**config.mk**
```make
export PLATFORM = sky130hd
export DESIGN_NAME = i2c_stat_irq
export DESIGN_NICKNAME = d
export VERILOG_FILES = /design/src/rtl/i2c_stat_pkg.sv /design/src/rtl/i2c_sync.sv /design/src/rtl/i2c_cond_det.sv /design/src/rtl/i2c_addr_cap.sv /design/src/rtl/i2c_stat_irq.sv
export SDC_FILE = /design/constraint.sdc
export NUM_CORES = 1
export LEC_CHECK = 0
export ABC_AREA = 1
export ABC_CLOCK_PERIOD_IN_PS = 1500
export BUFFER_PORTS_ARGS = -buffer_cell sky130_fd_sc_hd__buf_4
export CAP_MARGIN = 20
export CORE_UTILIZATION = 48
export DETAILED_ROUTE_END_ITERATION = 8
export PLACE_DENSITY = 0.74
export SKIP_LAST_GASP = 1
export SLEW_MARGIN = 20
export SYNTH_ARGS = -nofsm -noshare
export SYNTH_HDL_FRONTEND = slang
export SYNTH_HIERARCHICAL = 1
export SYNTH_SLANG_ARGS = --single-unit
```
**constraint.sdc**
```tcl
create_clock -name clk -period 1.5 [get_ports clk]
set_input_delay 0.225 -clock clk [delete_from_list [all_inputs] [get_ports clk]]
set_output_delay 0.225 -clock clk [all_outputs]
set_load 0.05 [all_outputs]
```
**src/rtl/i2c_stat_pkg.sv**
```systemverilog
package i2c_stat_pkg;
  localparam int AW     = 7;
  localparam int BYTE_W = AW + 1;

  localparam int B_GC    = 7;
  localparam int B_STOP  = 6;
  localparam int B_FLAG  = 5;
  localparam int B_TX    = 4;
  localparam int B_BUSY  = 3;
  localparam int B_BLOST = 2;
  localparam int B_ACK   = 1;
  localparam int B_SLV   = 0;

  function automatic logic addr_is_own(input logic [BYTE_W-1:0] b,
                                       input logic [AW-1:0] own);
    return b[BYTE_W-1:1] == own;
  endfunction

  function automatic logic addr_is_gc(input logic [BYTE_W-1:0] b);
    return b == '0;
  endfunction
endpackage

```
**src/rtl/i2c_sync.sv**
```systemverilog
module i2c_sync #(
  parameter int WIDTH  = 2,
  parameter int STAGES = 2
) (
  input  logic             clk,
  input  logic             rst_n,
  input  logic [WIDTH-1:0] d,
  output logic [WIDTH-1:0] q
);
  logic [WIDTH-1:0] chain [STAGES];

  generate
    for (genvar s = 0; s < STAGES; s++) begin : g_stage
      always_ff @(posedge clk or negedge rst_n) begin
        if (!rst_n) chain[s] <= '1;
        else if (s == 0) chain[s] <= d;
        else chain[s] <= chain[(s == 0) ? 0 : s-1];
      end
    end
  endgenerate

  assign q = chain[STAGES-1];
endmodule

```
**src/rtl/i2c_cond_det.sv**
```systemverilog
module i2c_cond_det (
  input  logic clk,
  input  logic rst_n,
  input  logic scl_s,
  input  logic sda_s,
  output logic start_det,
  output logic stop_det,
  output logic scl_rise
);
  logic scl_d, sda_d;

  always_ff @(posedge clk or negedge rst_n) begin
    if (!rst_n) begin
      scl_d <= 1'b1;
      sda_d <= 1'b1;
    end else begin
      scl_d <= scl_s;
      sda_d <= sda_s;
    end
  end

  assign start_det = scl_s & scl_d & sda_d & ~sda_s;
  assign stop_det  = scl_s & scl_d & ~sda_d & sda_s;
  assign scl_rise  = scl_s & ~scl_d;
endmodule

```
**src/rtl/i2c_addr_cap.sv**
```systemverilog
module i2c_addr_cap #(
  parameter int BITS = 8
) (
  input  logic            clk,
  input  logic            rst_n,
  input  logic            start_det,
  input  logic            stop_det,
  input  logic            scl_rise,
  input  logic            sda_s,
  output logic            addr_done,
  output logic [BITS-1:0] addr_byte,
  output logic            ninth
);
  localparam int CW = $clog2(BITS + 1);
  localparam logic [CW-1:0] LAST = CW'(BITS);
  localparam logic [CW-1:0] PRE  = CW'(BITS - 1);

  logic [CW-1:0]   cnt;
  logic [BITS-2:0] sh;
  logic            in_addr;

  always_ff @(posedge clk or negedge rst_n) begin
    if (!rst_n) begin
      cnt     <= '0;
      sh      <= '0;
      in_addr <= 1'b0;
    end else if (start_det) begin
      cnt     <= '0;
      in_addr <= 1'b1;
    end else if (stop_det) begin
      cnt     <= '0;
      in_addr <= 1'b0;
    end else if (scl_rise) begin
      if (cnt == LAST) begin
        cnt     <= '0;
        in_addr <= 1'b0;
      end else begin
        cnt <= cnt + 1'b1;
        sh  <= {sh[BITS-3:0], sda_s};
      end
    end
  end

  assign addr_done = scl_rise & in_addr & (cnt == PRE);
  assign addr_byte = {sh, sda_s};
  assign ninth     = scl_rise & (cnt == LAST);
endmodule

```
**src/rtl/i2c_stat_irq.sv**
```systemverilog
module i2c_stat_irq
  import i2c_stat_pkg::*;
#(
  parameter int SYNC_STAGES = 2
) (
  input  logic          clk,
  input  logic          rst_n,
  input  logic          scl_in,
  input  logic          sda_in,
  input  logic [AW-1:0] own_addr,
  input  logic          ack_en,
  input  logic          master_mode,
  input  logic          mst_tx,
  input  logic          byte_done,
  input  logic          arb_lost,
  input  logic          flag_wr,
  input  logic          flag_wdata,
  input  logic          irq_en,
  input  logic          glob_en,
  output logic [7:0]    status,
  output logic          irq
);
  logic [1:0] lines_s;
  logic scl_s, sda_s;
  logic start_det, stop_det, scl_rise;
  logic addr_done, ninth;
  logic [BYTE_W-1:0] addr_byte;

  i2c_sync #(.WIDTH(2), .STAGES(SYNC_STAGES)) u_sync (
    .clk(clk), .rst_n(rst_n), .d({scl_in, sda_in}), .q(lines_s));
  assign scl_s = lines_s[1];
  assign sda_s = lines_s[0];

  i2c_cond_det u_det (
    .clk(clk), .rst_n(rst_n), .scl_s(scl_s), .sda_s(sda_s),
    .start_det(start_det), .stop_det(stop_det), .scl_rise(scl_rise));

  i2c_addr_cap #(.BITS(BYTE_W)) u_cap (
    .clk(clk), .rst_n(rst_n), .start_det(start_det), .stop_det(stop_det),
    .scl_rise(scl_rise), .sda_s(sda_s), .addr_done(addr_done),
    .addr_byte(addr_byte), .ninth(ninth));

  logic gc_q, stop_q, flag_q, busy_q, blost_q, ack_q, slv_q, rw_q;

  // Named cause wires, also observed by the checker
  logic slave_ok, own_hit, gc_hit, m_done, s_done, stop_slv, set_any;
  assign slave_ok = addr_done & ~master_mode & ack_en;
  assign own_hit  = slave_ok & addr_is_own(addr_byte, own_addr);
  assign gc_hit   = slave_ok & addr_is_gc(addr_byte);
  assign m_done   = byte_done & master_mode;
  assign s_done   = byte_done & ~master_mode & slv_q;
  assign stop_slv = stop_det & slv_q;
  assign set_any  = own_hit | gc_hit | m_done | s_done | stop_slv;

  always_ff @(posedge clk or negedge rst_n) begin
    if (!rst_n) begin
      gc_q <= 1'b0; stop_q <= 1'b0; busy_q <= 1'b0; blost_q <= 1'b0;
      ack_q <= 1'b0; slv_q <= 1'b0; rw_q <= 1'b0;
    end else begin
      if (start_det) begin
        busy_q <= 1'b1; gc_q <= 1'b0; stop_q <= 1'b0;
        blost_q <= 1'b0; slv_q <= 1'b0; rw_q <= 1'b0;
      end else if (stop_det) begin
        busy_q <= 1'b0; slv_q <= 1'b0; rw_q <= 1'b0;
        if (slv_q) stop_q <= 1'b1;
      end else begin
        if (own_hit) begin
          slv_q <= 1'b1;
          rw_q  <= addr_byte[0];
        end
        if (gc_hit) gc_q <= 1'b1;
      end
      if (arb_lost && !start_det) blost_q <= 1'b1;
      if (ninth) ack_q <= sda_s;
    end
  end

  always_ff @(posedge clk or negedge rst_n) begin
    if (!rst_n)       flag_q <= 1'b0;
    else if (set_any) flag_q <= 1'b1;
    else if (flag_wr) flag_q <= flag_wdata;
  end

  logic tx_bit;
  assign tx_bit = master_mode ? mst_tx : rw_q;

  always_comb begin
    status          = '0;
    status[B_GC]    = gc_q;
    status[B_STOP]  = stop_q;
    status[B_FLAG]  = flag_q;
    status[B_TX]    = tx_bit;
    status[B_BUSY]  = busy_q;
    status[B_BLOST] = blost_q;
    status[B_ACK]   = ack_q;
    status[B_SLV]   = slv_q;
  end

  assign irq = flag_q & irq_en & glob_en;
endmodule

```
### Yosys cells after proc, flatten, opt, wreduce, memory -nomap -nowiden

Cells that the tools add are included.

* register bits after elaboration: 26
* bits of input ports: 20
* output and inout bits: 9

* eq/ne operators: 4
* reductions and logical operators: 15
* multiplexer cells: 27
* bitwise operators: 30
* add/sub/neg operators: 1

Operators by type and width (number)
* 1-bit two-way mux: 23
* 1-bit AND: 19
* 4-bit two-way mux: 4
* 2-bit nonzero test: 5
* 3-bit nonzero test: 3
* 8-bit zero test: 1
* 7-bit equality test: 1
* 1-bit NOT: 7
* 2-bit AND reduction: 3
* 4-bit by 1-bit adder with 4-bit output (second input constant): 1
* 4-bit by 3-bit equality test with 1-bit output (second input constant): 1
* 4-bit equality test (second input constant): 1
* 1-bit bitwise OR: 4
* 4-bit AND reduction: 1
* 2-bit != test (second input constant): 1
* 1-bit logical AND: 1
* 1-bit zero test: 1

### Logic depth before layout (Yosys ltp)

* word-level depth: 12
* mapped depth: 12
* mapped depth without buffers: 11

### By module

Netlist, hierarchy kept.

By module, submodules not included
* i2c_stat_irq: instances 1, seq. area each 200.2 sq um, cells each 101, area an instance 625.6 sq um
* i2c_addr_cap: instances 1, seq. area each 300.3 sq um, cells each 77, area an instance 613.1 sq um
* i2c_sync: instances 1, seq. area each 105.1 sq um, cells each 6, area an instance 120.1 sq um
* i2c_cond_det: instances 1, seq. area each 52.6 sq um, cells each 11, area an instance 86.3 sq um

### Least setup slack after synthesis

No wires, ideal clock.

* path type: flip-flop to flip-flop
* start: register u_sync.chain, in the netlist u_sync/q[1]
* end: register rw_q
* data required time: 1.429 ns
* data arrival time: 1.568 ns
* stages on the path, launching flop included: 12
* library setup time: 0.071 ns
* period minus slack after synthesis: 1.640 ns
* slack: -0.140 ns
* cells stage by stage: dfstp_2 buf_4 inv_1 nor2_1 nand3_1 nor2_1 nand3_1 nor2_1 nand2_2 nor2_2 nor2_1 nor2_1

* longest elaborated chain between the ends: 7
* elaborated cells on any way between the ends: 14
* those cells by class: mux: 2; bitwise: 11; reduce/logical: 1

RTL lines
* start: declaration: RTL line i2c_sync.sv:10 `logic [WIDTH-1:0] chain [STAGES];`
* start signal: indexed assignment: RTL line i2c_sync.sv:17 `else chain[s] <= chain[(s == 0) ? 0 : s-1];`
* 1-bit AND: RTL line i2c_cond_det.sv:24 `assign scl_rise = scl_s & ~scl_d;`
* net scl_rise: RTL line i2c_stat_irq.sv:25 `logic start_det, stop_det, scl_rise;`
* 1-bit AND (2 in a row): RTL line i2c_addr_cap.sv:44 `assign addr_done = scl_rise & in_addr & (cnt == PRE);`
* net addr_done: RTL line i2c_stat_irq.sv:26 `logic addr_done, ninth;`
* 1-bit AND (2 in a row): RTL line i2c_stat_irq.sv:47 `assign slave_ok = addr_done & ~master_mode & ack_en;`
* 1-bit AND: RTL line i2c_stat_irq.sv:48 `assign own_hit = slave_ok & addr_is_own(addr_byte, own_addr);`
* 3-bit nonzero test (no line)
* end signal: assignment: RTL line i2c_stat_irq.sv:69 `rw_q <= addr_byte[0];`
* end: declaration: RTL line i2c_stat_irq.sv:43 `logic gc_q, stop_q, flag_q, busy_q, blost_q, ack_q, slv_q, rw_q;`

The timed path passes the listed nets, and every way through them passes these cells.
A chain may end at the register's enable or synchronous reset.

### Final worst setup path

* start: register u_sync.chain, in the netlist u_sync/q[1]
* end: register slv_q

* longest elaborated chain between the ends: 7
* elaborated cells on any way between the ends: 14
* those cells by class: mux: 2; bitwise: 11; reduce/logical: 1

RTL lines
* 1-bit AND: RTL line i2c_cond_det.sv:24
* net scl_rise: RTL line i2c_stat_irq.sv:25
* 1-bit AND (2 in a row): RTL line i2c_addr_cap.sv:44
* net addr_done: RTL line i2c_stat_irq.sv:26
* 1-bit AND (2 in a row): RTL line i2c_stat_irq.sv:47
* 1-bit AND: RTL line i2c_stat_irq.sv:48
* 3-bit nonzero test (no line)
* end signal: assignment: RTL line i2c_stat_irq.sv:58 `ack_q <= 1'b0; slv_q <= 1'b0; rw_q <= 1'b0;`
* end signal: assignment: RTL line i2c_stat_irq.sv:62 `blost_q <= 1'b0; slv_q <= 1'b0; rw_q <= 1'b0;`
* end signal: assignment: RTL line i2c_stat_irq.sv:64 `busy_q <= 1'b0; slv_q <= 1'b0; rw_q <= 1'b0;`
* end: declaration: RTL line i2c_stat_irq.sv:43

The timed path passes the listed nets, and every way through them passes these cells.

==> impl_metrics.toml <==
[status]
status = "complete, but fails checks"
violations = "design-rule violations"

[run]
maxCapViolCount = 0

[final_layout]
fillCellCount = 236
area.sequential_um2 = 658.1
final_cell_mix = "nand2_1 (72), buf_4 (35), inv_1 (27), dfrtp_1 (20), nor2_1 (14)"
num_antenna_cells = 0
drive_gt1_frac = 0.3022
final_common_cell = "nand2_1"
postLayoutCoreUtil = 0.6378
multi_input_area_um2 = 623.1
final_nets = 248
syn2layout_area_growth_pct = 23.81

[logic_synthesis]
yosysSeqAreaShare = 0.4554
synth_top_area_cell = "dfrtp_1"
syn_nets = 217
avgSynthCellArea_um2 = 7.411
netlist_top_cells_area = "dfrtp_1 (35%), nand2_1 (19%), dfstp_2 (11%), inv_1 (7.3%), buf_4 (5.7%)"
ys_ff_latch = 26
synthesis.area_um2 = 1445
synth.distinct_cells = 24
ys.warnings.count = 6
yosysTopAreaCellShare = 0.3463
synthCells = 195

[timing]
period_minus_slack_ps = 1484
finalSetupViolCount = 0
drv_slew = 0
skew_ps = 1.524
period_share = 0.9894
max_slew_margin = 0.7805
finalHoldViolCount = 0
rsz0062_at_grt = "yes"
tightest_slew_ps = 329.2
fmax_mhz = 673.8

[pwr]
swShare = 0.3151
seqPwrFrac = 0.492
peakVddDrop_mv = 0.7082
p_switching_mw = 0.5776
power_density_nw_per_um2 = 1024
p_clk_frac = 0.261
p_int_mw = 1.255
power.static_leakage_nw = 0.9951
pwr-share-comb = 0.247
total_power_mw = 1.833

[global_routing]
grt_antenna_before_repair = 0
grt_max_degree = 27
track_usage = 0.1816
grt_pass1_wl_mm = 4.422
grt_pass1_vias = 1096
grt-ovfl-total = 0

[critical_path]
r2r-start = "u_sync/q[1]$_DFF_PN1_"
r2r_cells = 10
critical_path_class = "register to register"
worstPathMaxFanout = 3
worstSetupStartpointType = "register"
required_ps = 1770
reg2reg_to = "slv_q$_DFFE_PN0P_"
path_common_cell = "nor2_1"
crit_path_cell_trace = "inv_2 -> nor2_4 -> nand3_2 -> nor2_2 -> nand3_1 -> nor2_1 -> nand2_2 -> nor2_4 -> nor2_1 -> nor2_1"
arrival_ps = 1750
worstSetupStartpoint = "u_sync/q[1]$_DFF_PN1_"
r2r_setup_slack_ps = 20
worstPathBufferInverterCount = 1
slowest_stage = "dfstp_2"
critPathCapture = "slv_q$_DFFE_PN0P_"
path_delay_family = "simple AND/OR/NAND/NOR gates"
cp-end-kind = "register"
path_depth = 10
cpPeakStageDelay_ps = 570

[worst_hold_path]
min_path_type = "primary input to register"

[clock_tree]
clock_sinks = 26
cts_buffers = 3
clockBufferDepth = 2
clkTransAtPathRegs_ps = 140
clock_latency_ps = 320
cts_tree = "yes"
htreeDepth = 1
clockRootBuffer = "clkbuf_4"

[detailed_routing]
drtPass1Iterations = 6
drtIter0Drc = 46
routed_wl_mm = 2.626
wl_per_cell_um = 10.26
dr_total_vias = 1192
drt_drc_violations_left = 10
via_per_inst = 4.656
drtAntennaViolNets = 0

[placement]
gp_congestion = 0.7858
post-dp-hpwl_mm = 1.982
io_buffers = 28

[floorplanning]
start_util = 0.5152
fp.dieH_um = 56.87
fp.coreArea_um2 = 2805
dieArea_um2 = 3234
die-width_um = 56.87
num_rows = 19
io_pins = 29
==> tightest hold or removal path: stages <==
cell	delay [ps]
buf_4	70
nor2_1	30
nor2_1	80
==> logic make-up after synthesis <==
logic type,share of synthesized area
simple gates,0.3351
buf+inv,0.1463
flops,0.4554
compound gates,0.02597
xor+xnor,0.01212
fa+ha+maj,0.01731
mux,0.007792
==> flip-flops by register name, summed over array words and instances, names as in the netlist, 2 cells and up <==
name          count
u_cap/sh          7
u_cap/cnt         4
u_sync/q          2
u_sync/chain      2
==> power groups by stage <==
| stage | sequential, mW | combinational, mW | clock (mW) |
|---|---|---|---|
| after global routing | 0.916 | 0.520 | 0.513 |
| final | 0.902 | 0.453 | 0.478 |
| after floorplan | 0.873 | 0.354 | 0 |
| after global placement | 0.910 | 0.428 | 0 |
| after CTS | 0.900 | 0.445 | 0.488 |
| after detailed placement | 0.913 | 0.436 | 0 |
==> cells in the mapped netlist (all sizes together) <==
cell type and count:
a21o 1, a21oi 3, and3 1, buf 12
dfrtp 20, dfstp 6, ha 2, inv 33
mux2 1, nand2 77, nand3 7, nand3b 1
nand4 3, nor2 23, o21ai 3, xnor2 1
xor2 1
==> worst min-delay path by stage <==
stage,start,to,slack (ps),depth (start not counted)
global placement,rst_n,flag_q$_DFFE_PN0P_,150,1
finish,arb_lost,blost_q$_DFFE_PN0P_,120,3
detailed placement,rst_n,flag_q$_DFFE_PN0P_,150,1
floorplan,rst_n,ack_q$_DFFE_PN0P_,-70,0
global route,arb_lost,blost_q$_DFFE_PN0P_,120,3
CTS,arb_lost,blost_q$_DFFE_PN0P_,130,3
==> final cells by class <==
cell class,count,area share
inverter,33,0.06923
clock inverter,1,0.01678
timing repair buffer,38,0.1636
clock buffer,3,0.01259
tap,31,0.02168
multi-input combinational,124,0.3483
sequential,26,0.3678
==> through the flow <==
step                TNS, ps  setup slack (ps)  instances  hold WS (ps)  area [um2]
finish                    0             15.84        256         123.8        1789
global route         -285.0            -89.58        256         117.7        1789
CTS                       0             3.363        255         125.6        1744
detailed placement        0             1.592        248         151.8        1659
global placement          0             69.24        248         153.9        1659
floorplan            -5.226            -5.226        195        -70.59        1456
==> per-layer routing <==
metal / global-route usage / up-vias / part of all wire
li1: - / 631 / -
met1: 0.2188 / 532 / 0.46
met2: 0.3112 / 25 / 0.47
met3: 0.02995 / 4 / 0.049
met4: 0.09408 / 0 / 0.020
met5: 0 / - / 0
==> repair_timing <==
| item | 4_1_cts | 5_1_grt |
|---|---|---|
| hold buffers | 3 | 0 |
| pin swaps | 2 | 8 |
| setup endpoints to repair | 3 | 11 |
| buffers inserted | 0 | 1 |
| resized for setup | 1 | 10 |
| endpoints found under the hold margin | 22 | 0 |
(Power assumes the default switching activity.)
